**config.mk**
```make
export PLATFORM = sky130hd
export DESIGN_NAME = sfce_top
export DESIGN_NICKNAME = d
export VERILOG_FILES = /design/src/rtl/sfce_pkg.sv /design/src/rtl/sfce_allow.sv /design/src/rtl/sfce_fifo.sv /design/src/rtl/sfce_shifter.sv /design/src/rtl/sfce_top.sv
export SDC_FILE = /design/constraint.sdc
export NUM_CORES = 1
export LEC_CHECK = 0
export BUFFER_PORTS_ARGS = -buffer_cell sky130_fd_sc_hd__buf_2
export CORE_MARGIN = 8
export CORE_UTILIZATION = 30
export CTS_CLUSTER_DIAMETER = 40
export DETAILED_ROUTE_END_ITERATION = 10
export PLACE_DENSITY_LB_ADDON = 0.25
export SYNTH_ARGS = -nofsm -noshare
export SYNTH_HDL_FRONTEND = slang
export SYNTH_SLANG_ARGS = --single-unit
```
**constraint.sdc**
```tcl
create_clock -name clk -period 16.45 [get_ports clk]
set_clock_uncertainty 0.2 [all_clocks]
set_input_delay 0 -clock clk [delete_from_list [all_inputs] [get_ports clk]]
set_output_delay 0 -clock clk [all_outputs]
set_load 0.05 [all_outputs]
```
**src/rtl/sfce_pkg.sv**
```systemverilog
package sfce_pkg;
   localparam logic [7:0] A_CTRL2 = 8'h02;
   localparam logic [7:0] A_CTRL3 = 8'h03;
   localparam logic [7:0] A_OPC   = 8'h45;
   localparam logic [7:0] A_TRIG  = 8'h47;
   localparam logic [7:0] A_TXC   = 8'h48;
   localparam logic [7:0] A_RXC   = 8'h4B;
   localparam logic [7:0] A_STAT3 = 8'h4F;

   typedef enum logic [1:0] {
      ST_IDLE  = 2'd0,
      ST_SHIFT = 2'd1,
      ST_TAIL  = 2'd2
   } seq_st_e;
endpackage

```
**src/rtl/sfce_allow.sv**
```systemverilog
module sfce_allow #(
   parameter int                      N_ALLOW = 6,
   parameter logic [N_ALLOW*8-1:0]    LIST    = '0
) (
   input  logic [7:0] opcode,
   output logic       hit
);
   logic [N_ALLOW-1:0] match;

   for (genvar i = 0; i < N_ALLOW; i++) begin : g_cmp
      assign match[i] = (opcode == LIST[i*8 +: 8]);
   end

   assign hit = |match;
endmodule

```
**src/rtl/sfce_fifo.sv**
```systemverilog
module sfce_fifo #(
   parameter int FIFO_DEPTH = 71,
   parameter int IDX_W      = 7
) (
   input  logic             clk,
   input  logic             we_a,
   input  logic [IDX_W-1:0] wa_a,
   input  logic [7:0]       wd_a,
   input  logic             we_b,
   input  logic [IDX_W-1:0] wa_b,
   input  logic [7:0]       wd_b,
   input  logic [IDX_W-1:0] ra_a,
   output logic [7:0]       rd_a,
   input  logic [IDX_W-1:0] ra_b,
   output logic [7:0]       rd_b
);
   logic [7:0] mem [FIFO_DEPTH];

   always_ff @(posedge clk) begin
      if (we_b)
         mem[wa_b] <= wd_b;
      else if (we_a)
         mem[wa_a] <= wd_a;
   end

   assign rd_a = mem[ra_a];
   assign rd_b = mem[ra_b];
endmodule

```
**src/rtl/sfce_shifter.sv**
```systemverilog
module sfce_shifter #(
   parameter int SCK_HALF = 2
) (
   input  logic       clk,
   input  logic       rst_n,
   input  logic       ld,
   input  logic [7:0] ld_byte,
   input  logic       miso,
   output logic       sck,
   output logic       mosi,
   output logic       done,
   output logic [7:0] rx_byte
);
   localparam int               DIV_W    = (SCK_HALF > 1) ? $clog2(SCK_HALF) : 1;
   localparam logic [DIV_W-1:0] DIV_LAST = DIV_W'(SCK_HALF - 1);

   logic [7:0]       tx_sr, rx_sr;
   logic [DIV_W-1:0] div_q;
   logic [2:0]       bit_q;
   logic             act_q, sck_q, done_q;

   always_ff @(posedge clk or negedge rst_n) begin
      if (!rst_n) begin
         tx_sr  <= '0;
         rx_sr  <= '0;
         div_q  <= '0;
         bit_q  <= '0;
         act_q  <= 1'b0;
         sck_q  <= 1'b0;
         done_q <= 1'b0;
      end else begin
         done_q <= 1'b0;
         if (ld) begin
            tx_sr <= ld_byte;
            div_q <= '0;
            bit_q <= '0;
            act_q <= 1'b1;
            sck_q <= 1'b0;
         end else if (act_q) begin
            if (div_q == DIV_LAST) begin
               div_q <= '0;
               if (!sck_q) begin
                  sck_q <= 1'b1;
                  rx_sr <= {rx_sr[6:0], miso};
               end else begin
                  sck_q <= 1'b0;
                  tx_sr <= {tx_sr[6:0], 1'b0};
                  if (bit_q == 3'd7) begin
                     act_q  <= 1'b0;
                     done_q <= 1'b1;
                  end else begin
                     bit_q <= bit_q + 3'd1;
                  end
               end
            end else begin
               div_q <= div_q + 1'b1;
            end
         end
      end
   end

   assign sck     = sck_q;
   assign mosi    = tx_sr[7];
   assign done    = done_q;
   assign rx_byte = rx_sr;
endmodule

```
**src/rtl/sfce_top.sv**
```systemverilog
module sfce_top
   import sfce_pkg::*;
#(
   parameter int                   FIFO_DEPTH = 71,
   parameter int                   SCK_HALF   = 2,
   parameter int                   N_ALLOW    = 6,
   parameter logic [N_ALLOW*8-1:0] ALLOW_LIST = {8'h03, 8'h0B, 8'h9F, 8'h05, 8'h06, 8'h02}
) (
   input  logic       clk,
   input  logic       rst_n,
   input  logic       reg_we,
   input  logic [7:0] reg_addr,
   input  logic [7:0] reg_wdata,
   output logic [7:0] reg_rdata,
   output logic       spi_cs_n,
   output logic       spi_sck,
   output logic       spi_mosi,
   input  logic       spi_miso
);
   localparam int               IDX_W     = (FIFO_DEPTH > 1) ? $clog2(FIFO_DEPTH) : 1;
   localparam int               TAIL_W    = $clog2(2 * SCK_HALF + 1);
   localparam logic [TAIL_W-1:0] TAIL_LAST = TAIL_W'(2 * SCK_HALF - 1);

   if (FIFO_DEPTH < 1 || FIFO_DEPTH > 128) begin : g_bad_depth
      $error("sfce_top: FIFO_DEPTH must lie in 1..128");
   end
   if (SCK_HALF < 1) begin : g_bad_half
      $error("sfce_top: SCK_HALF must be at least 1");
   end
   if (N_ALLOW < 1) begin : g_bad_allow
      $error("sfce_top: N_ALLOW must be at least 1");
   end

   seq_st_e           st_q;
   logic [7:0]        opcode_q, tx_cnt_q, rx_cnt_q, k_q;
   logic [TAIL_W-1:0] tail_q;

   logic       busy, op_allowed, op_illegal, trig_wr, len_ok, go, ld;
   logic [8:0] last_k;
   logic [7:0] nk, nkm1, km1, ld_byte;
   logic       fifo_hit, fifo_in_rng, fifo_we_a, rx_store;
   logic [6:0] fifo_off;
   logic [7:0] fifo_rd_a, fifo_rd_b;
   logic       sh_done;
   logic [7:0] sh_rx;

   assign busy = (st_q != ST_IDLE);

   sfce_allow #(.N_ALLOW(N_ALLOW), .LIST(ALLOW_LIST)) u_allow (
      .opcode (opcode_q),
      .hit    (op_allowed)
   );
   assign op_illegal = !op_allowed;

   assign trig_wr = reg_we && (reg_addr == A_TRIG) && reg_wdata[7];
   assign last_k  = 9'(tx_cnt_q) + 9'(rx_cnt_q);
   assign len_ok  = (last_k <= 9'(FIFO_DEPTH));
   assign go      = trig_wr && !busy && !op_illegal && len_ok;

   // byte index k: 0 is the opcode, k>=1 maps to FIFO entry k-1
   assign nk      = go ? 8'd0 : (k_q + 8'd1);
   assign nkm1    = nk - 8'd1;
   assign km1     = k_q - 8'd1;
   assign ld      = go || ((st_q == ST_SHIFT) && sh_done && ({1'b0, k_q} != last_k));
   assign ld_byte = (nk == 8'd0)     ? opcode_q  :
                    (nk <= tx_cnt_q) ? fifo_rd_b : 8'h00;
   assign rx_store = (st_q == ST_SHIFT) && sh_done && (k_q > tx_cnt_q);

   assign fifo_hit    = reg_addr[7];
   assign fifo_off    = reg_addr[6:0];
   assign fifo_in_rng = ({1'b0, fifo_off} < 8'(FIFO_DEPTH));
   assign fifo_we_a   = reg_we && !busy && fifo_hit && fifo_in_rng;

   sfce_fifo #(.FIFO_DEPTH(FIFO_DEPTH), .IDX_W(IDX_W)) u_fifo (
      .clk  (clk),
      .we_a (fifo_we_a),
      .wa_a (fifo_off[IDX_W-1:0]),
      .wd_a (reg_wdata),
      .we_b (rx_store),
      .wa_b (km1[IDX_W-1:0]),
      .wd_b (sh_rx),
      .ra_a (fifo_off[IDX_W-1:0]),
      .rd_a (fifo_rd_a),
      .ra_b (nkm1[IDX_W-1:0]),
      .rd_b (fifo_rd_b)
   );

   sfce_shifter #(.SCK_HALF(SCK_HALF)) u_shift (
      .clk     (clk),
      .rst_n   (rst_n),
      .ld      (ld),
      .ld_byte (ld_byte),
      .miso    (spi_miso),
      .sck     (spi_sck),
      .mosi    (spi_mosi),
      .done    (sh_done),
      .rx_byte (sh_rx)
   );

   always_ff @(posedge clk or negedge rst_n) begin
      if (!rst_n) begin
         opcode_q <= 8'h00;
         tx_cnt_q <= 8'h00;
         rx_cnt_q <= 8'h00;
      end else if (reg_we && !busy) begin
         if (reg_addr == A_OPC) opcode_q <= reg_wdata;
         if (reg_addr == A_TXC) tx_cnt_q <= reg_wdata;
         if (reg_addr == A_RXC) rx_cnt_q <= reg_wdata;
      end
   end

   always_ff @(posedge clk or negedge rst_n) begin
      if (!rst_n) begin
         st_q   <= ST_IDLE;
         k_q    <= '0;
         tail_q <= '0;
      end else begin
         unique case (st_q)
            ST_IDLE: begin
               if (go) begin
                  st_q <= ST_SHIFT;
                  k_q  <= '0;
               end
            end
            ST_SHIFT: begin
               if (sh_done) begin
                  if ({1'b0, k_q} == last_k) begin
                     st_q   <= ST_TAIL;
                     tail_q <= '0;
                  end else begin
                     k_q <= k_q + 8'd1;
                  end
               end
            end
            ST_TAIL: begin
               if (tail_q == TAIL_LAST) st_q <= ST_IDLE;
               else                     tail_q <= tail_q + 1'b1;
            end
            default: st_q <= ST_IDLE;
         endcase
      end
   end

   assign spi_cs_n = (st_q == ST_IDLE);

   always_comb begin
      reg_rdata = 8'h00;
      if (fifo_hit) begin
         if (fifo_in_rng) reg_rdata = fifo_rd_a;
      end else begin
         unique case (reg_addr)
            A_CTRL2: reg_rdata = {2'b00, op_illegal, 5'b00000};
            A_CTRL3: reg_rdata = {busy, 7'b0000000};
            A_STAT3: reg_rdata = {busy, 7'b0000000};
            A_OPC:   reg_rdata = opcode_q;
            A_TXC:   reg_rdata = tx_cnt_q;
            A_RXC:   reg_rdata = rx_cnt_q;
            default: reg_rdata = 8'h00;
         endcase
      end
   end
endmodule

```
* Yosys cells after proc, flatten, opt, wreduce, memory -nomap -nowiden
Memories as Yosys holds them, arrays and structs flattened.
Index checks and enable logic that the tools add are counted.
** Storage, ports and cells
- Input bits :: 20
- Memories :: 1
- Latch bits :: 0
- Logic and storage cells :: 141
- Bits in registers :: 60
- Output and inout port bits :: 11
- RAM bits :: 568
- ROM bits :: 0
** Cells by class
- Magnitude comparators :: 4
- Multiplexer cells :: 53
- Bitwise operators :: 2
- Shifts and indexed selects :: 0
- Multipliers :: 0
- Eq/ne operators :: 26
- Divide/modulo/power cells :: 0
- Reductions and logical operators :: 35
- $add $sub $neg :: 7
** Memory list
- u_fifo.mem :: words 71, bits a word 8, read ports 2, clocked after Yosys merged registers in 0, write ports 1, line sfce_fifo.sv:17 : logic [7:0] mem [FIFO_DEPTH];
** Operator list (count)
- 8-bit two-way mux :: 13
- 8-bit by 7-bit equality test with 1-bit output (second input constant) :: 5
- 8-bit one-hot mux with 5 select lines :: 1
- 8-bit by 2-bit equality test with 1-bit output (second input constant) :: 4
- 3-bit two-way mux :: 8
- 1-bit two-way mux :: 23
- 4-bit AND reduction :: 5
- 8-bit by 3-bit equality test with 1-bit output (second input constant) :: 2
- 8-bit one-hot mux with 2 select lines :: 1
- 7-bit by 1-bit subtractor with 7-bit output (second input constant) :: 2
- 2-bit nonzero test :: 6
- 1-bit logical AND :: 11
- 8-bit by 8-bit adder with 9-bit output :: 1
- 8-bit by 9-bit equality test with 1-bit output :: 1
- 9-bit by 7-bit less-or-equal comparator with 1-bit output (second input constant) :: 1
- 8-bit by 9-bit != test with 1-bit output :: 1
- 8-bit by 1-bit adder with 8-bit output (second input constant) :: 1
- 8-bit by 4-bit equality test with 1-bit output (second input constant) :: 1
- 8-bit equality test (second input constant) :: 1
- 8-bit greater-than comparator :: 1
- 8-bit less-or-equal comparator :: 1
- 8-bit zero test :: 1
- 2-bit two-way mux :: 4
- 2-bit != test (second input constant) :: 4
- other kinds (20) :: 28

* Logic depth before layout (Yosys ltp)
An unclocked memory read counts as a cell.
- Word-level depth :: 12
- Depth in mapped cells :: 27
- Depth with buffers taken out :: 21

* Hierarchy
From an unflattened synthesis, not the netlist that was laid out.
** Unflattened totals
- Cell total of the unflattened synthesis :: 2131
- Area total of the unflattened synthesis :: 32193.4 µm²
** By module, submodules not included
- sfce_fifo :: times used 1, area an instance 27575.2 µm², sequential area each 17056.4 µm², cells each 1661
- sfce_top :: times used 1, area an instance 3440.8 µm², sequential area each 925.9 µm², cells each 385
- sfce_shifter :: times used 1, area an instance 1111.1 µm², sequential area each 575.6 µm², cells each 74
- sfce_allow :: times used 1, area an instance 66.3 µm², sequential area each 0.0 µm², cells each 11

* Least setup slack after synthesis
OpenSTA, ideal clock, no wires.
- Path kind :: register -> register
- From :: reg tx_cnt_q[0]
- To :: reg u_shift.tx_sr[5]
- Path buffers :: 9
- Path slack :: 10.576 ns
- Arrival :: 5.540 ns
- Clock period less this slack :: 5.874 ns
- Library setup time :: 0.135 ns
- Stages on the path, launching flop included :: 24
- Required time :: 16.115 ns
- Cells stage by stage :: dfrtp_1 -> ha_1 -> inv_1 -> fa_1 -> nor2b_1 -> o21a_1 -> o211ai_2 -> or3_1 -> clkbuf_1 -> a21oi_4 -> inv_4 -> buf_4 -> buf_2 -> buf_2 -> ha_1 -> clkbuf_1 -> inv_1 -> clkbuf_1 -> clkbuf_1 -> buf_1 -> clkbuf_1 -> mux4_2 -> a2111oi_0 -> o31ai_1
** Between the ends
- Longest elaborated chain between the ends :: 9
- Elaborated cells on any way between the ends :: 18
- Classes of those cells :: add/sub (2); order compare (2); eq/ne (1); mux (4); reduce/logical (8); memory (1)
** Ends and longest elaborated chain
- start, declared :: line sfce_top.sv:35 : logic [7:0] opcode_q, tx_cnt_q, rx_cnt_q, k_q;
- start signal, assigned :: line sfce_top.sv:107 : if (reg_addr == A_TXC) tx_cnt_q <= reg_wdata;
- 8-bit by 8-bit adder with 9-bit output :: line sfce_top.sv:56 : assign last_k = 9'(tx_cnt_q) + 9'(rx_cnt_q);
- 9-bit by 7-bit less-or-equal comparator with 1-bit output :: line sfce_top.sv:57 : assign len_ok = (last_k <= 9'(FIFO_DEPTH));
- 1-bit logical AND :: line sfce_top.sv:58 : assign go = trig_wr && !busy && !op_illegal && len_ok;
- 8-bit two-way mux :: line sfce_top.sv:61 : assign nk = go ? 8'd0 : (k_q + 8'd1);
- 7-bit by 1-bit subtractor with 7-bit output :: line sfce_top.sv:62 : assign nkm1 = nk - 8'd1;
- memory read 71 x 8 bit
- 8-bit two-way mux :: line sfce_top.sv:66 : (nk <= tx_cnt_q) ? fifo_rd_b : 8'h00;
- 8-bit two-way mux :: line sfce_top.sv:65 : assign ld_byte = (nk == 8'd0) ? opcode_q :
- 8-bit two-way mux :: line sfce_shifter.sv:33 : if (ld) begin
- end signal, assigned :: line sfce_shifter.sv:34 : tx_sr <= ld_byte;
- end signal, assigned :: line sfce_shifter.sv:47 : tx_sr <= {tx_sr[6:0], 1'b0};
- end, declared :: line sfce_shifter.sv:17 : logic [7:0] tx_sr, rx_sr;
Several ways; a longest one is shown, not always the timed one.
A chain may end at the register's enable or synchronous reset.

* Worst setup path in the final report
- From :: reg tx_cnt_q[0]
- To :: reg u_shift.tx_sr[4]
The elaborated chain is that of the path after synthesis.

==> impl.org <==
** CTS
- Clk_lat worst skew :: 0.66 ns
- Inserted Clock Buffers :: 102
- Reg clk slew, reported paths :: 0.06 ns
- Number of levels the H-tree was split into :: 3
- For this design, the sink count on the clock tree is 628.
- The clock passes through at most 3 buffers.
- Buffer type at the clock tree root :: clkbuf_16
- TritonCTS built the clock tree.
- Buffer count from post-CTS setup fixing :: 0

** Run
- Max-cap violations :: 0

** Floorplan
- The die is 347 µm wide.
- During I/O placement, the number of pins put on the boundary was 31.
- The initial utilization of the core area, before any placement, comes to 30.3%.
- Row generation in the floorplan step produced 121 rows.
- The core region is 109,000 µm².
- Die boundary height :: 347 µm
- Floorplan die area :: 121,000 µm²

** Setup path
- Reg2reg start :: tx_cnt_q[0]$_DFFE_PN0P_
- The endpoint identified for the worst register-to-register timing path is u_shift.tx_sr[4]$_DFFE_PN0P_.
- The critical path in this run is classified as reg -> reg.
- Data arrives at the worst endpoint at 8.12 ns.
- Critical path endpoint category :: flop
- Kind of start point of the critical path :: flop
- CP Launch Point :: tx_cnt_q[0]$_DFFE_PN0P_
- Measured in cells, the most critical reg-to-reg path has a length of 20.
- Required arrival time at the worst endpoint :: 16.78 ns
- Along the worst path, the maximum fanout reaches 64.
- Setup crit end :: u_shift.tx_sr[4]$_DFFE_PN0P_
- The setup check on the worst reg-to-reg path leaves a slack of 8.66 ns.

** Synthesis
- Most instantiated library cell after synthesis :: edfxtp_1
- Post-Syn Instances :: 2,435
- Async set or reset register ratio after synthesis :: 9.55%
- The top cell type by area accounts for 51.8% of the synthesized area.
- Counting flops with a built-in enable in the synthesized netlist gives 568.
- Sequential elements use 56.4% of the synthesized area.
- The synthesized netlist occupies a cell area of 32,900 µm².
- Total number of yosys warnings :: 0
- Ranked by total cell area, the synthesized netlist is headed by edfxtp_1 52%, mux4_2 13%, dfrtp_1 4.6%.
- Commonest cells in the synthesized netlist :: 568 x edfxtp_1, 222 x nand2_1, 195 x mux4_2
- In this run, distinct cell masters in the synthesized netlist total 82.
- In the synthesized netlist the dominant register cell turns out to be edfxtp_1.
- In this run, synthesis produced a sequential element count of 628.
- When the netlist entered floorplanning its net count stood at 2,488.
- The synthesized design spends more area on one cell type than any other, namely edfxtp_1.
- Dividing the synthesized area by the synthesized cell count gives 13.5 µm².

** Pwr
- Sequential cells account for 42.5% of the total power.
- Leak :: 12.9 nW
- Internal power comes to 3.17 mW.
- NetSw :: 0.936 mW
- The clock network is responsible for 53.6% of the overall power.
- Combinational share of power :: 3.9%
- For this design the ratio of total power to cell area is 107 nW/µm².
- Switching share of power :: 22.8%
- Across the VDD grid, the largest voltage drop is 86.6 µV.

** STA
- The count of endpoints failing hold in the final timing report came to 0.
- Fin crit period :: 7.79 ns
- Total Negative Setup Slacks :: 0 ns
- Headroom to the max-slew limit came out at 1.27%.
- The max-slew violation total from the final report is 0.
- After layout, the worst path uses 47.4% of the clock period.
- Setup violations remaining at the end of the flow were counted as 0.
- Setup repair after global routing left no endpoint under its margin.
- For the pin with the worst max-slew slack, the measured transition is 1.48 ns.
- Static timing analysis puts the maximum clock frequency at 128 MHz.

** Placed design
- Hpwl dp :: 79.5 mm
- Routability-driven placement finished with a final weighted congestion of 0.931.
- The count of buffers added on input and output ports is 30.

** Cells and area
- Final core area utilization :: 35.3%
- Number of inserted filler cells in the final layout :: 10.4k
- For this run, the post-layout net count is 2,514.
- The number of antenna diodes in the final layout is 0.
- Of the cells placed in the final design, the portion with a size suffix greater than 1 is 23.0%.
- From synthesis to final layout, the design area changed by 16.5%.

** Route
- In the routed design, unresolved DRC markers number 0.
- DR vias/cell :: 6.00
- In this run the remaining antenna-violating nets after routing total 0.
- Summing over every cut layer, the via total after detailed routing is 23.8k.
- The first detailed-routing pass took 6 iterations.
- Number of DRC markers after the initial detailed-route iteration :: 2,987
- After detailed routing, the average wire length per cell comes to 30.8 µm.
- WL final :: 122 mm

** Global routing
- Vias in the first global route :: 23.8k
- Global-route wire length before repair :: 175 mm
- Largest net degree at the start of global routing :: 111
- The initial antenna violation count came to 2.
- After global routing the overflow that remains totals 0.
- Gr usage total :: 19.6%

** Min path
- Hold Crit Class :: in -> reg

** Outcome
- The run finished with clean final reports.
-- critical path: stages (launching register included) --
cell and delay [ns]:
dfrtp_1 0.43, ha_1 0.25, inv_1 0.07, fa_1 0.25, nor2b_1 0.11, o21a_1 0.23, o41ai_4 0.50, o2111a_2 0.28
buf_4 0.69, nand2_1 0.70, nand2_1 0.38, ha_4 0.18, buf_4 0.65, buf_4 0.62, nand2_1 0.84, o32ai_1 0.59
nor3_1 0.09, a211oi_1 0.24, a31oi_1 0.11, nand3_1 0.14, o31ai_1 0.07
-- layout make-up --
class	instances	area (µm²)	area share [%]
clock inverters	86	968	2.52
well taps	1414	1770	4.61
flip-flops and latches	628	18600	48.4
multi-input cells	1589	13600	35.3
repair buffers	108	825	2.15
clock buffers	107	2570	6.70
inverters	32	125	0.326
-- power groups by stage --
stage | combinational [mW] | sequential (mW) | clock [mW]
3_5_place_dp | 0.157 | 1.77 | 0
5_1_grt | 0.168 | 1.74 | 2.29
6_report | 0.162 | 1.74 | 2.20
3_3_place_gp | 0.155 | 1.77 | 0
4_1_cts | 0.161 | 1.74 | 2.23
2_1_floorplan | 0.0922 | 1.77 | 0
-- registers in the layout (all words and copies together) (netlist names) --
| name | count |
|---|---|
| tail_q | 3 |
| u_shift.div_q | 1 |
| u_shift.tx_sr | 8 |
| rx_cnt_q | 8 |
| st_q | 2 |
| u_shift.done | 1 |
| k_q | 8 |
| tx_cnt_q | 8 |
| u_fifo.mem | 568 |
| u_shift.sck | 1 |
| u_shift.bit_q | 3 |
| opcode_q | 8 |
| u_shift.act_q | 1 |
| u_shift.rx_byte | 8 |
-- worst min path at each step --
stage / startpoint / endpoint / slack [ns] / cells after the start
after floorplan: rst_n / k_q[0]$_DFFE_PN0P_ / -0.50 / 0
after global routing: reg_wdata[6] / tx_cnt_q[6]$_DFFE_PN0P_ / 0.05 / 3
after global placement: rst_n / u_shift.div_q$_DFFE_PN0P_ / 0.02 / 2
after detailed placement: rst_n / u_shift.sck$_DFFE_PN0P_ / 0.05 / 2
final: reg_we / opcode_q[7]$_DFFE_PN0P_ / 0.05 / 4
after CTS: reg_wdata[6] / tx_cnt_q[6]$_DFFE_PN0P_ / 0.001 / 3
-- per-layer routing --
| layer | up-vias | track usage [%] | routed length (µm) |
|---|---|---|---|
| li1 | 9903 | - | - |
| met1 | 12300 | 25.6 | 49000 |
| met2 | 1294 | 31.4 | 56500 |
| met3 | 287 | 4.47 | 11100 |
| met4 | 0 | 8.24 | 5700 |
| met5 | - | 0 | 0 |
-- repair_timing --
| action | 4_1_cts | 5_1_grt |
|---|---|---|
| endpoints found under the hold margin | 85 | 0 |
| endpoints found under the setup margin | 0 | 0 |
| gates resized for setup | 0 | 0 |
| hold buffers | 18 | 0 |
-- layout by cell type (no fill, tap or decap), drive strengths merged, types with 67 or more instances in the layout --
cell type  count
mux4         195
mux2          73
mux2i         76
buf           89
o21ai         67
nand2        222
clkbuf       107
edfxtp       568
nor2         166
a21oi         78
-- metrics by stage --
stage / instances / total power [mW] / cell area [µm²] / setup WS, ns / hold slack [ns]
after floorplan: 2435 / 1.87 / 32900 / 10.58 / -0.496
after global placement: 3752 / 1.93 / 34600 / 8.50 / 0.0249
after detailed placement: 3753 / 1.93 / 34700 / 8.84 / 0.0477
after CTS: 3964 / 4.13 / 38400 / 8.90 / 0.00102
after global routing: 3964 / 4.20 / 38400 / 8.42 / 0.0514
final: 3964 / 4.10 / 38400 / 8.66 / 0.0465
-- logic make-up (layout without fill, tap and decap cells) --
family | count (synthesis) | count (layout) | share of synthesized area [%]
simple gates | 693 | 693 | 10.0
flops | 628 | 628 | 56.4
compound gates | 486 | 486 | 10.6
mux | 344 | 344 | 18.1
buf+inv | 218 | 333 | 2.68
fa+ha+maj | 33 | 33 | 1.28
xor+xnor | 33 | 33 | 0.900
Power figures use the tool's default switching activity.
